## src/rtl/bp_watch_pkg.sv

```systemverilog
package bp_watch_pkg;
  // Strobes from control to datapath
  typedef struct packed {
    logic shift;
    logic load;
  } bpwStrobe_t;
endpackage

```

## src/rtl/bp_watch_datapath.sv

```systemverilog
module bp_watch_datapath
  import bp_watch_pkg::*;
#(
  parameter int ADDR_W    = 16,
  parameter int BANK_W    = 8,
  parameter int FIELD_W   = 8,
  parameter bit WIDE_MODE = 1'b1
) (
  input  logic              clk,
  input  logic              rstN,
  input  bpwStrobe_t        stb,
  input  logic              serData,
  input  logic [BANK_W-1:0] bankIn,
  input  logic [ADDR_W-1:0] addrIn,
  output logic              matchAll
);
  localparam int TOTAL_W     = ADDR_W + BANK_W;
  localparam int NUM_FIELDS  = TOTAL_W / FIELD_W;
  localparam int ADDR_FIELDS = ADDR_W / FIELD_W;

  logic [TOTAL_W-1:0]    shiftReg;
  logic [TOTAL_W-1:0]    cmpReg;
  logic [TOTAL_W-1:0]    busWord;
  logic [NUM_FIELDS-1:0] fieldEq;

  assign busWord = {bankIn, addrIn};

  always_ff @(posedge clk) begin
    if (!rstN) begin
      shiftReg <= '0;
      cmpReg   <= '0;
    end else begin
      if (stb.shift) shiftReg <= {shiftReg[TOTAL_W-2:0], serData};
      if (stb.load)  cmpReg   <= shiftReg;
    end
  end

  // Per-field equality: XOR against inverted compare byte, then AND-reduce
  for (genvar i = 0; i < NUM_FIELDS; i++) begin : g_field
    if (!WIDE_MODE && i >= ADDR_FIELDS) begin : g_skip
      assign fieldEq[i] = 1'b1;
    end else begin : g_cmp
      assign fieldEq[i] = &(busWord[i*FIELD_W +: FIELD_W] ^ ~cmpReg[i*FIELD_W +: FIELD_W]);
    end
  end

  assign matchAll = &fieldEq;

  // compare value only moves on a load strobe
  p_cmp_hold_r3: assert property (@(posedge clk) disable iff (!rstN)
    !stb.load |=> $stable(cmpReg));
  // newest bit lands in position 0
  p_shift_lsb_r2: assert property (@(posedge clk) disable iff (!rstN)
    stb.shift |=> shiftReg[0] == $past(serData));
endmodule

```

## src/rtl/bp_watch_control.sv

```systemverilog
module bp_watch_control
  import bp_watch_pkg::*;
(
  input  logic       clk,
  input  logic       rstN,
  input  logic       serClk,
  input  logic       serLatch,
  input  logic       armN,
  input  logic       cycleValid,
  input  logic       matchAll,
  output bpwStrobe_t stb,
  output logic       haltReq
);
  logic serClkQ;
  logic serLatchQ;

  always_ff @(posedge clk) begin
    if (!rstN) begin
      serClkQ   <= 1'b0;
      serLatchQ <= 1'b0;
      haltReq   <= 1'b0;
    end else begin
      serClkQ   <= serClk;
      serLatchQ <= serLatch;
      if (armN)
        haltReq <= 1'b0;
      else if (cycleValid && matchAll)
        haltReq <= 1'b1;
    end
  end

  always_comb begin
    stb.shift = serClk & ~serClkQ;
    stb.load  = serLatch & ~serLatchQ;
  end

  // a request only starts from an armed, valid, matching cycle
  p_rise_cause_r4: assert property (@(posedge clk) disable iff (!rstN)
    $rose(haltReq) |-> $past(!armN && cycleValid && matchAll));
  // disarm clears the request
  p_disarm_clear_r6: assert property (@(posedge clk) disable iff (!rstN)
    armN |=> !haltReq);
  // request holds while armed
  p_sticky_r7: assert property (@(posedge clk) disable iff (!rstN)
    haltReq && !armN |=> haltReq);
  // no valid cycle, no new request
  p_idle_quiet_r5: assert property (@(posedge clk) disable iff (!rstN)
    !haltReq && !cycleValid |=> !haltReq);
endmodule

```

## src/rtl/bp_watch_top.sv

```systemverilog
module bp_watch_top
  import bp_watch_pkg::*;
#(
  parameter int ADDR_W    = 16,
  parameter int BANK_W    = 8,
  parameter int FIELD_W   = 8,
  parameter bit WIDE_MODE = 1'b1
) (
  input  logic              clk,
  input  logic              rstN,
  input  logic              serData,
  input  logic              serClk,
  input  logic              serLatch,
  input  logic              armN,
  input  logic [BANK_W-1:0] bankIn,
  input  logic [ADDR_W-1:0] addrIn,
  input  logic              cycleValid,
  output logic              haltReq
);
  bpwStrobe_t stb;
  logic       matchAll;

  bp_watch_control u_ctrl (
    .clk(clk), .rstN(rstN), .serClk(serClk), .serLatch(serLatch),
    .armN(armN), .cycleValid(cycleValid), .matchAll(matchAll),
    .stb(stb), .haltReq(haltReq)
  );

  bp_watch_datapath #(
    .ADDR_W(ADDR_W), .BANK_W(BANK_W), .FIELD_W(FIELD_W), .WIDE_MODE(WIDE_MODE)
  ) u_dp (
    .clk(clk), .rstN(rstN), .stb(stb), .serData(serData),
    .bankIn(bankIn), .addrIn(addrIn), .matchAll(matchAll)
  );
endmodule

```

## config.mk

```make
export PLATFORM = sky130hd
export DESIGN_NAME = bp_watch_top
export DESIGN_NICKNAME = d
export VERILOG_FILES = /design/src/rtl/bp_watch_pkg.sv /design/src/rtl/bp_watch_datapath.sv /design/src/rtl/bp_watch_control.sv /design/src/rtl/bp_watch_top.sv
export SDC_FILE = /design/constraint.sdc
export NUM_CORES = 1
export LEC_CHECK = 0
export ABC_AREA = 1
export BUFFER_PORTS_ARGS = -buffer_cell sky130_fd_sc_hd__buf_2
export CORE_ASPECT_RATIO = 0.7
export CORE_MARGIN = 3
export CORE_UTILIZATION = 45
export DETAILED_ROUTE_END_ITERATION = 12
export PLACE_DENSITY_LB_ADDON = 0.3
export SETUP_SLACK_MARGIN = 0.2
export SKIP_CTS_REPAIR_TIMING = 1
export SLEW_MARGIN = 10
export SYNTH_ARGS = -nofsm -noshare
export SYNTH_HDL_FRONTEND = slang
export SYNTH_SLANG_ARGS = --single-unit
```

## constraint.sdc

```tcl
create_clock -name clk -period 1 [get_ports clk]
set_clock_uncertainty 0.05 [all_clocks]
set_input_delay 0.15 -clock clk [delete_from_list [all_inputs] [get_ports clk]]
set_output_delay 0.15 -clock clk [all_outputs]
set_load 0.005 [all_outputs]
```

### After elaboration in Yosys (flattened, before gate mapping)

Index checks and enable logic that the tools add are counted.

* flip-flop bits (word level): 51
* output and inout port bits: 1

* reduce and logical (&&, ||, !) cells: 3
* bitwise gates (word level): 11

Operator list (number)
* NOT 8 bit: 3
* AND reduction 24 bit: 1
* bitwise XOR 8 bit: 3
* NOT 1 bit: 3
* bitwise AND 1 bit: 2
* OR reduction 2 bit: 1
* logical AND 1 bit: 1

### Logic depth before layout (Yosys ltp)

Gate-level depths: netlist of run 1.

* depth in word-level cells: 4
* depth in mapped cells: 8

### Cells and area by module

A second synthesis of run 1 with hierarchy kept.

* cell total of the unflattened synthesis: 318
* area total of the unflattened synthesis: 2177.1 um^2

By module, submodules not included
* bp_watch_datapath: times used 1, cells each 302, area an instance 2063.2 um^2, sequential area each 960.9 um^2
* bp_watch_control: times used 1, cells each 16, area an instance 113.9 um^2, sequential area each 60.1 um^2

### Worst setup path after synthesis of run 1

Ideal clock, no wire load.

* path type: register -> register
* start point: reg u_ctrl.serClkQ
* end point: reg u_dp.shiftReg[10]
* setup slack: 0.026 ns
* stages on the path, launching flop included: 6
* required time: 0.834 ns
* setup time: 0.116 ns
* arrival: 0.809 ns
* clock period less this slack: 0.974 ns
* path through: dfxtp_1 > nor2_4 > inv_1 > buf_6 > nor2_1 > nor2_1

* word-level cells in the longest chain between the ends: 2

Ends and longest elaborated chain
* start: declaration: line bp_watch_control.sv:14 `logic serClkQ;`
* start signal: assignment: line bp_watch_control.sv:23 `serClkQ <= serClk;`
* NOT 1 bit: line bp_watch_control.sv:33 `stb.shift = serClk & ~serClkQ;`
* bitwise AND 1 bit: line bp_watch_control.sv:33
* end signal: assignment: line bp_watch_datapath.sv:33 `if (stb.shift) shiftReg <= {shiftReg[TOTAL_W-2:0], serData};`
* end: declaration: line bp_watch_datapath.sv:21 `logic [TOTAL_W-1:0] shiftReg;`

Every way passes these cells.
A chain may end at the register's enable or synchronous reset.

### Worst setup path after layout of run 1

* start point: reg u_ctrl.serLatchQ
* end point: reg u_dp.cmpReg[13]

* word-level cells in the longest chain between the ends: 2

Ends and longest elaborated chain
* start: declaration: line bp_watch_control.sv:15 `logic serLatchQ;`
* start signal: assignment: line bp_watch_control.sv:24 `serLatchQ <= serLatch;`
* NOT 1 bit: line bp_watch_control.sv:34 `stb.load = serLatch & ~serLatchQ;`
* bitwise AND 1 bit: line bp_watch_control.sv:34
* end signal: assignment: line bp_watch_datapath.sv:34 `if (stb.load) cmpReg <= shiftReg;`
* end: declaration: line bp_watch_datapath.sv:22 `logic [TOTAL_W-1:0] cmpReg;`

Every way passes these cells.

==> results.toml, run 1 <==
[status]
status = "finished with violations"
violations = "negative hold slack, negative setup slack"

[critical_path]
r2r_start = "u_ctrl.serLatchQ$_SDFF_PN0_"
crit_type = "reg -> reg"
critPathLaunchType = "flip-flop"
critPathCaptureType = "flip-flop"
crit_path_max_fanout = 6
cp_data_required_time_ns = 1.14
crit_start = "u_ctrl.serLatchQ$_SDFF_PN0_"
r2r_cells = 5
cp.arrival_ns = 1.35

[drt]
drt-wirelength-per-cell_um = 15.1
post-route-drc-count = 0
routed_via_density = 5.14
ant_nets = 0
vias = 2175
wirelength_mm = 6.40
drt_first_iter_violations = 172
dr.pass1.iters = 5

[floorplan]
core-area_um2 = 4480
start_util_pct = 48.3
die_h_um = 64.0
rows = 20
die_area_um2 = 5690
io_pins = 32
chipWidth_um = 88.9

[grt]
grt_overflow = 0
grt_usage_pct = 18.1
grt_max_degree = 25
grt_antenna_before_repair = 0
grt_pass1_wl_mm = 7.96
grt_pass1_vias = 1788

[timing]
worstMarginPinSlew_ns = 0.291
rsz0062_at_grt = "true"
setup_violations = 40
maxSlewViolCount = 0
fin_crit_ns = 1.20
min_period_over_period_pct = 120
relSlewSlack_pct = 80.5
hold_violations = 1
setup_slack_ns = -0.204
holdWs_ns = -0.00119
timing.fmax_mhz = 830

[cts]
clk_latency_ns = 0.30
htree_levels = 2
clk_path_buf_depth = 2
clkSinkCount = 51
cts_tree = "yes"
numCtsBuffers = 5
clkSlewWorstSetupHoldPaths_ns = 0.09
ctsRootBufferMaster = "clkbuf_8"

[worst_hold_path]
hp-start = "serClk"
hp-class = "in -> reg"
holdPathStages = 3

[pwr]
p_leak_nw = 1.42
finalPower_mw = 4.74
powerDensity_nw_per_um2 = 1510
ir_drop_uv = 685

[cells_and_area]
n_antenna_cell = 0
layout_common_cells = "nor2_1 (54), dfxtp_1 (40), o21ai_0 (37)"
nNetsFinal = 398
layout_commonest_cell = "nor2_1"
fin_area_um2 = 3140
final_cells = 423
drive_above_1_share_pct = 39.9
syn_to_final_growth_pct = 45.3

[placement]
place_ws_ns = -0.110
place_inst = 407
dpl.hpwl_mm = 3.63
port_buffers = 31
gp_congestion = 0.879
dpl_cell_area_um2 = 2510

[synthesis]
ys_seq_area_share_pct = 47.2
avgSynthCellArea_um2 = 6.96
syn_nets = 342
syn_inst = 311
ys_ff_latch = 51
ys_types = 18
syn_area_um2 = 2160
yosysWarnings = 0

[run]
max_cap_violations = 0
critical path, stage by stage (launching register included):
cell and delay (ns):
dfxtp_2 0.35, nor2_4 0.16, clkinv_4 0.14, buf_12 0.17, o21ai_1 0.17, a21oi_1 0.06
where the power goes:
| group | internal [mW] | switching, mW |
|---|---|---|
| clock network | 0.811 | 0.688 |
| registers | 2.18 | 0.167 |
| logic | 0.437 | 0.460 |
| total | 3.43 | 1.31 |
logic make-up after synthesis:
group | share of synthesized area, %
XOR/XNOR | 2.02
AND/OR/NAND/NOR | 24.9
flip-flops | 47.2
AO/OA/AOI/OAI | 16.3
buffers and inverters | 9.66
Yosys cell counts:
cell type,number,area [um2]
nor2_1,94,353
xor2_1,2,17.5
nand3_1,4,20.0
xnor2_1,3,26.3
o21ai_1,6,30.0
a21boi_0,1,7.51
buf_1,1,3.75
buf_2,5,25.0
clkbuf_1,4,15.0
nor2_4,2,22.5
nand2_1,38,143
inv_1,32,120
dfxtp_1,51,1020
inv_2,3,11.3
o21ai_0,50,250
buf_6,3,33.8
a21oi_2,1,8.76
a21oi_1,11,55.1
cell type report:
class,count,area [um2]
repair buffers,62,549
well taps,55,68.8
multi-input cells,212,1230
clock buffers,6,82.6
fillers,338,1340
flip-flops and latches,51,1030
clock inverters,2,35.0
inverters,35,139
stage by stage:
stage	utilization, %	TNS (ns)
global placement	56.1	-0.155
floorplan	-	0
detailed placement	56.1	-0.204
global route	70.2	-6.12
CTS	58.7	-0.429
finish	70.2	-3.72
per-layer routing:
layer / wire length (um) / vias to the layer above / part of all wire [%] / global-route usage, %
met5: 0 / - / 0 / 0
met4: 80 / 0 / 1.3 / 3.96
met2: 2980 / 84 / 47 / 25.1
met1: 2870 / 1001 / 45 / 27.2
met3: 458 / 9 / 7.2 / 5.28
li1: - / 1081 / - / -
path summary, 6_finish.rpt:
path                                        to  slack [ns]
setup / recovery  u_dp.cmpReg[13]$_SDFFE_PN0P_       -0.20
hold / removal       u_ctrl.serClkQ$_SDFF_PN0_      -0.001
setup reg to reg  u_dp.cmpReg[13]$_SDFFE_PN0P_       -0.20
hold reg to reg    u_ctrl.haltReq$_SDFFE_PP0P_        0.41
state kept, by name (all words and copies together), names as in the netlist:
| register | flops |
|---|---|
| u_dp.cmpReg | 24 |
| u_dp.shiftReg | 24 |
| u_ctrl.haltReq | 1 |
| u_ctrl.serClkQ | 1 |
| u_ctrl.serLatchQ | 1 |
No activity file was read; power rests on OpenSTA's default activity.
==> run 2: changes to the inputs <==
--- a/config.mk
+++ b/config.mk
@@ -6,10 +6,12 @@
 export NUM_CORES = 1
 export LEC_CHECK = 0
 export ABC_AREA = 1
-export BUFFER_PORTS_ARGS = -buffer_cell sky130_fd_sc_hd__buf_2
+export BUFFER_PORTS_ARGS = -buffer_cell sky130_fd_sc_hd__clkbuf_2
+export CELL_PAD_IN_SITES_DETAIL_PLACEMENT = 1
+export CELL_PAD_IN_SITES_GLOBAL_PLACEMENT = 1
 export CORE_ASPECT_RATIO = 0.7
 export CORE_MARGIN = 3
-export CORE_UTILIZATION = 45
+export CORE_UTILIZATION = 36
 export DETAILED_ROUTE_END_ITERATION = 12
 export PLACE_DENSITY_LB_ADDON = 0.3
 export SETUP_SLACK_MARGIN = 0.2
==> results.toml, run 2 (synthesis gave the netlist of run 1 again) <==
[timing]
maxSlewViolCount = 0
holdWs_ns = -0.0116
min_period_over_period_pct = 125
rsz0062_at_grt = "true"
hold_violations = 1
setup_violations = 31
timing.fmax_mhz = 802
fin_crit_ns = 1.25
worstMarginPinSlew_ns = 0.279
setup_slack_ns = -0.247
relSlewSlack_pct = 81.4

[placement]
gp_congestion = 0.755
place_inst = 420
dpl.hpwl_mm = 4.11
port_buffers = 31
dpl_cell_area_um2 = 2530

[pwr]
finalPower_mw = 4.51
seqPwrFrac_pct = 51.9
p_clk_share_pct = 27.4
powerDensity_nw_per_um2 = 1460
p_leak_nw = 1.40
combinationalPowerShare_pct = 20.7
internal_power_mw = 3.10
netSwitchingFraction_pct = 31.3
p_sw_mw = 1.41
ir_drop_uv = 569

[cts]
cts_tree = "yes"
numCtsBuffers = 5
clk_path_buf_depth = 2
htree_levels = 2
clkSinkCount = 51
clk_latency_ns = 0.32
clkSlewWorstSetupHoldPaths_ns = 0.09
ctsRootBufferMaster = "clkbuf_8"

[drt]
drt_first_iter_violations = 81
dr.pass1.iters = 5
drt-wirelength-per-cell_um = 18.1
vias = 2264
post-route-drc-count = 0
routed_via_density = 5.17
ant_nets = 0
wirelength_mm = 7.94

[cells_and_area]
nFillCells = 676
layout_commonest_cell = "nor2_1"
layout_common_cells = "nor2_1 (78), dfxtp_1 (42), nand2_1 (38)"
n_antenna_cell = 0
final_cells = 438
drive_above_1_share_pct = 38.0
fin_area_um2 = 3080
nNetsFinal = 396
top_regs = "u_dp.cmpReg: 24 flops, u_dp.shiftReg: 24 flops"
syn_to_final_growth_pct = 42.5

[critical_path]
crit_start = "u_dp.cmpReg[12]$_SDFFE_PN0P_"
crit_type = "reg -> reg"
slowest_stage = "dfxtp_2"
worstPathCellList = "inv_1 > nand2_1 > nand2_1 > nor2_2 > nand3_1 > nor2_1 > nand3_1 > a21oi_2"
max_stage_delay_ns = 0.36
crit_path_max_fanout = 2
critPathCaptureType = "flip-flop"
r2r_start = "u_dp.cmpReg[12]$_SDFFE_PN0P_"
cp_data_required_time_ns = 1.21
critPathLaunchType = "flip-flop"
cp.arrival_ns = 1.46

[floorplan]
start_util_pct = 39.3
rows = 22
chipWidth_um = 98.7
io_pins = 32
core-area_um2 = 5510
die_h_um = 70.9
die_area_um2 = 6990

[worst_hold_path]
hp-start = "serClk"
hp-class = "in -> reg"

[grt]
grt_pass1_vias = 1980
grt_max_degree = 29
grt_antenna_before_repair = 0
grt_pass1_wl_mm = 9.36
grt_usage_pct = 16.8
grt_overflow = 0

[status]
violations = "negative hold slack, negative setup slack"
status = "finished with violations"

[run]
max_cap_violations = 0
-- run 2: changes by cell type in the layout (fill, tap and decap cells not counted), sizes merged --
cell    before  now
clkbuf      11   42
bufinv       1    0
inv         34   36
clkinv       2    1
buf         57   24
-- run 2: worst max-delay path: cells and delay by family (launching register included) --
kind / cells / cell delay (ns)
AO/OA/AOI/OAI: 1 / 0.11
buffers and inverters: 1 / 0.07
flip-flops: 1 / 0.36
AND/OR/NAND/NOR: 6 / 0.59
-- run 2: final timing paths --
kind | end | slack [ns] | cells past startpoint
setup / recovery | u_ctrl.haltReq$_SDFFE_PP0P_ | -0.25 | 8
hold / removal | u_ctrl.serClkQ$_SDFF_PN0_ | -0.01 | 3
setup reg to reg | u_ctrl.haltReq$_SDFFE_PP0P_ | -0.25 | 8
hold reg to reg | u_ctrl.haltReq$_SDFFE_PP0P_ | 0.41 | 2
-- run 2: area by class of cell --
type / instances / area (um2) / area share, %
inverter: 35 / 141 / 4.59
timing repair inverter: 1 / 6.26 / 0.203
clock buffer: 7 / 76.3 / 2.48
sequential: 51 / 1030 / 33.5
clock inverter: 1 / 5.00 / 0.162
multi-input combinational: 212 / 1210 / 39.2
timing repair buffer: 59 / 523 / 17.0
tap: 72 / 90.1 / 2.92
-- run 2: per-layer routing --
metal	track usage, %	vias to the layer above	wire length, um
met5	0	-	0
met4	3.64	0	207
met3	4.63	22	343
met2	23.1	55	3750
met1	25.8	1103	3640
li1	-	1084	-
-- run 2: power by group through the flow --
| stage | registers [mW] | clock network [mW] | logic (mW) |
|---|---|---|---|
| after detailed placement | 2.32 | 0 | 0.623 |
| after floorplan | 2.29 | 0 | 0.390 |
| after global placement | 2.32 | 0 | 0.604 |
| final | 2.34 | 1.24 | 0.936 |
| after CTS | 2.28 | 1.20 | 0.629 |
| after global routing | 2.36 | 1.30 | 1.02 |
-- run 2: through the flow --
stage / worst slack, ns / hold slack (ns) / setup TNS (ns) / util, %
final: -0.247 / -0.0116 / -1.18 / 56.0
after global routing: -0.334 / 0.00972 / -3.51 / 56.0
after CTS: -0.174 / 0.000223 / -0.736 / 47.4
after detailed placement: -0.151 / 0.323 / -0.314 / 45.9
after global placement: -0.0869 / 0.313 / -0.242 / 45.9
after floorplan: 0.0486 / 0.198 / 0 / -
==> run 3: changes to the inputs <==
--- a/config.mk
+++ b/config.mk
@@ -14,7 +14,6 @@
 export CORE_UTILIZATION = 36
 export DETAILED_ROUTE_END_ITERATION = 12
 export PLACE_DENSITY_LB_ADDON = 0.3
-export SETUP_SLACK_MARGIN = 0.2
 export SKIP_CTS_REPAIR_TIMING = 1
 export SLEW_MARGIN = 10
 export SYNTH_ARGS = -nofsm -noshare
==> results.toml, run 3 (synthesis gave the netlist of run 1 again) <==
[status]
status = "finished with violations"
violations = "negative setup slack"

[timing]
rsz0062_at_grt = "true"
worstMarginPinSlew_ns = 0.232
setup_slack_ns = -0.231
fin_crit_ns = 1.23
hold_violations = 0
maxSlewViolCount = 0
timing.fmax_mhz = 812
min_period_over_period_pct = 123
relSlewSlack_pct = 84.4
setup_violations = 29
holdWs_ns = 0.0157

[critical_path]
max_stage_delay_ns = 0.34
critPathLaunchType = "flip-flop"
critPathCaptureType = "flip-flop"
crit_type = "reg -> reg"
cp_data_required_time_ns = 1.18
cp.arrival_ns = 1.41
worstPathCellList = "inv_1 > nand2_1 > nand2_1 > nor2_2 > nand3_2 > nor2_1 > nand3_1 > a21oi_2"
slowest_stage = "dfxtp_2"
r2r_setup_slack_ns = -0.23
r2r_start = "u_dp.cmpReg[10]$_SDFFE_PN0P_"
crit_top_cell = "nand2_1"
crit_path_max_fanout = 2
reg2reg_to = "u_ctrl.haltReq$_SDFFE_PP0P_"
r2r_cells = 8

[worst_hold_path]
hp-class = "in -> reg"
holdPathEnd = "u_ctrl.serClkQ$_SDFF_PN0_"
holdPathStages = 3
hp-start = "serClk"

[floorplan]
die_h_um = 70.9
rows = 22
io_pins = 32
core-area_um2 = 5510
start_util_pct = 39.3
chipWidth_um = 98.7
die_area_um2 = 6990

[placement]
dpl.hpwl_mm = 4.12
port_buffers = 31
gp_congestion = 0.763
dpl_cell_area_um2 = 2540
place_ws_ns = -0.316

[cts]
clk_latency_ns = 0.30
htree_levels = 2
cts_tree = "yes"
ctsRootBufferMaster = "clkbuf_8"
clkSinkCount = 51
clk_path_buf_depth = 2
numCtsBuffers = 5
clkSlewWorstSetupHoldPaths_ns = 0.09

[grt]
grt_pass1_vias = 2054
grt_antenna_before_repair = 0
grt_usage_pct = 16.2
grt_busiest_layer = "met2"
use_met2_pct = 27.9
grt_max_degree = 52
use_met3_pct = 4.04
grt_use_met1_pct = 21.1
grt_pass1_wl_mm = 9.21
grt_overflow = 0

[cells_and_area]
layout_commonest_cell = "nor2_1"
drive_above_1_share_pct = 33.3
top_regs = "u_dp.cmpReg: 24 flops, u_dp.shiftReg: 24 flops"
layout_common_cells = "nor2_1 (62), dfxtp_1 (42), nand2_1 (38)"
utilization_pct = 54.8
fin_area_um2 = 3020
nNetsFinal = 397
n_antenna_cell = 0
syn_to_final_growth_pct = 39.5

[drt]
ant_nets = 0
routed_via_density = 4.87
wirelength_mm = 6.32
drt_first_iter_violations = 114
post-route-drc-count = 0
vias = 2134
dr.pass1.iters = 4
drt-wirelength-per-cell_um = 14.4

[pwr]
p_leak_nw = 1.39
ir_drop_uv = 917
powerDensity_nw_per_um2 = 1500

[run]
max_cap_violations = 0
run 3: how the worst max path moves through the flow:
stage | slack (ns) | from | end
floorplan | 0.03 | u_ctrl.serClkQ$_SDFF_PN0_ | u_dp.shiftReg[10]$_SDFFE_PN0P_
global placement | -0.18 | u_dp.cmpReg[12]$_SDFFE_PN0P_ | u_ctrl.haltReq$_SDFFE_PP0P_
detailed placement | -0.32 | u_dp.cmpReg[12]$_SDFFE_PN0P_ | u_ctrl.haltReq$_SDFFE_PP0P_
CTS | -0.35 | u_dp.cmpReg[12]$_SDFFE_PN0P_ | u_ctrl.haltReq$_SDFFE_PP0P_
global route | -0.36 | u_dp.cmpReg[10]$_SDFFE_PN0P_ | u_ctrl.haltReq$_SDFFE_PP0P_
finish | -0.23 | u_dp.cmpReg[10]$_SDFFE_PN0P_ | u_ctrl.haltReq$_SDFFE_PP0P_
run 3: layout make-up:
cell class	instances	area, um2
fill	697	2490
clock buffer	6	72.6
clock inverter	1	30.0
inverter	35	136
timing repair buffer	61	554
multi-input combinational	212	1100
tap	72	90.1
sequential	51	1030
run 3: metal layers:
metal | part of all wire [%] | vias to the layer above
met5 | 0 | -
met1 | 49 | 1026
li1 | - | 1078
met4 | 0.41 | 0
met3 | 3.0 | 3
met2 | 48 | 27
run 3: stage by stage:
step,total power [mW],TNS [ns],std cells
final,4.54,-1.37,438
after global routing,4.79,-3.58,438
after CTS,4.32,-1.38,431
after detailed placement,2.95,-1.20,424
after global placement,2.92,-0.557,424
after floorplan,2.66,0,311
run 3: critical path: cells and delay by family (launching register included):
kind	cells	cell delay, ns
DFF	1	0.34
and+or+nand+nor	6	0.60
AOI/OAI and AO/OA	1	0.14
buffers and inverters	1	0.05
run 3: report_power, final:
part / internal (mW) / total (mW) / switching [mW]
clock: 0.735 / 1.39 / 0.658
combinational: 0.412 / 0.841 / 0.429
sequential: 2.18 / 2.30 / 0.126
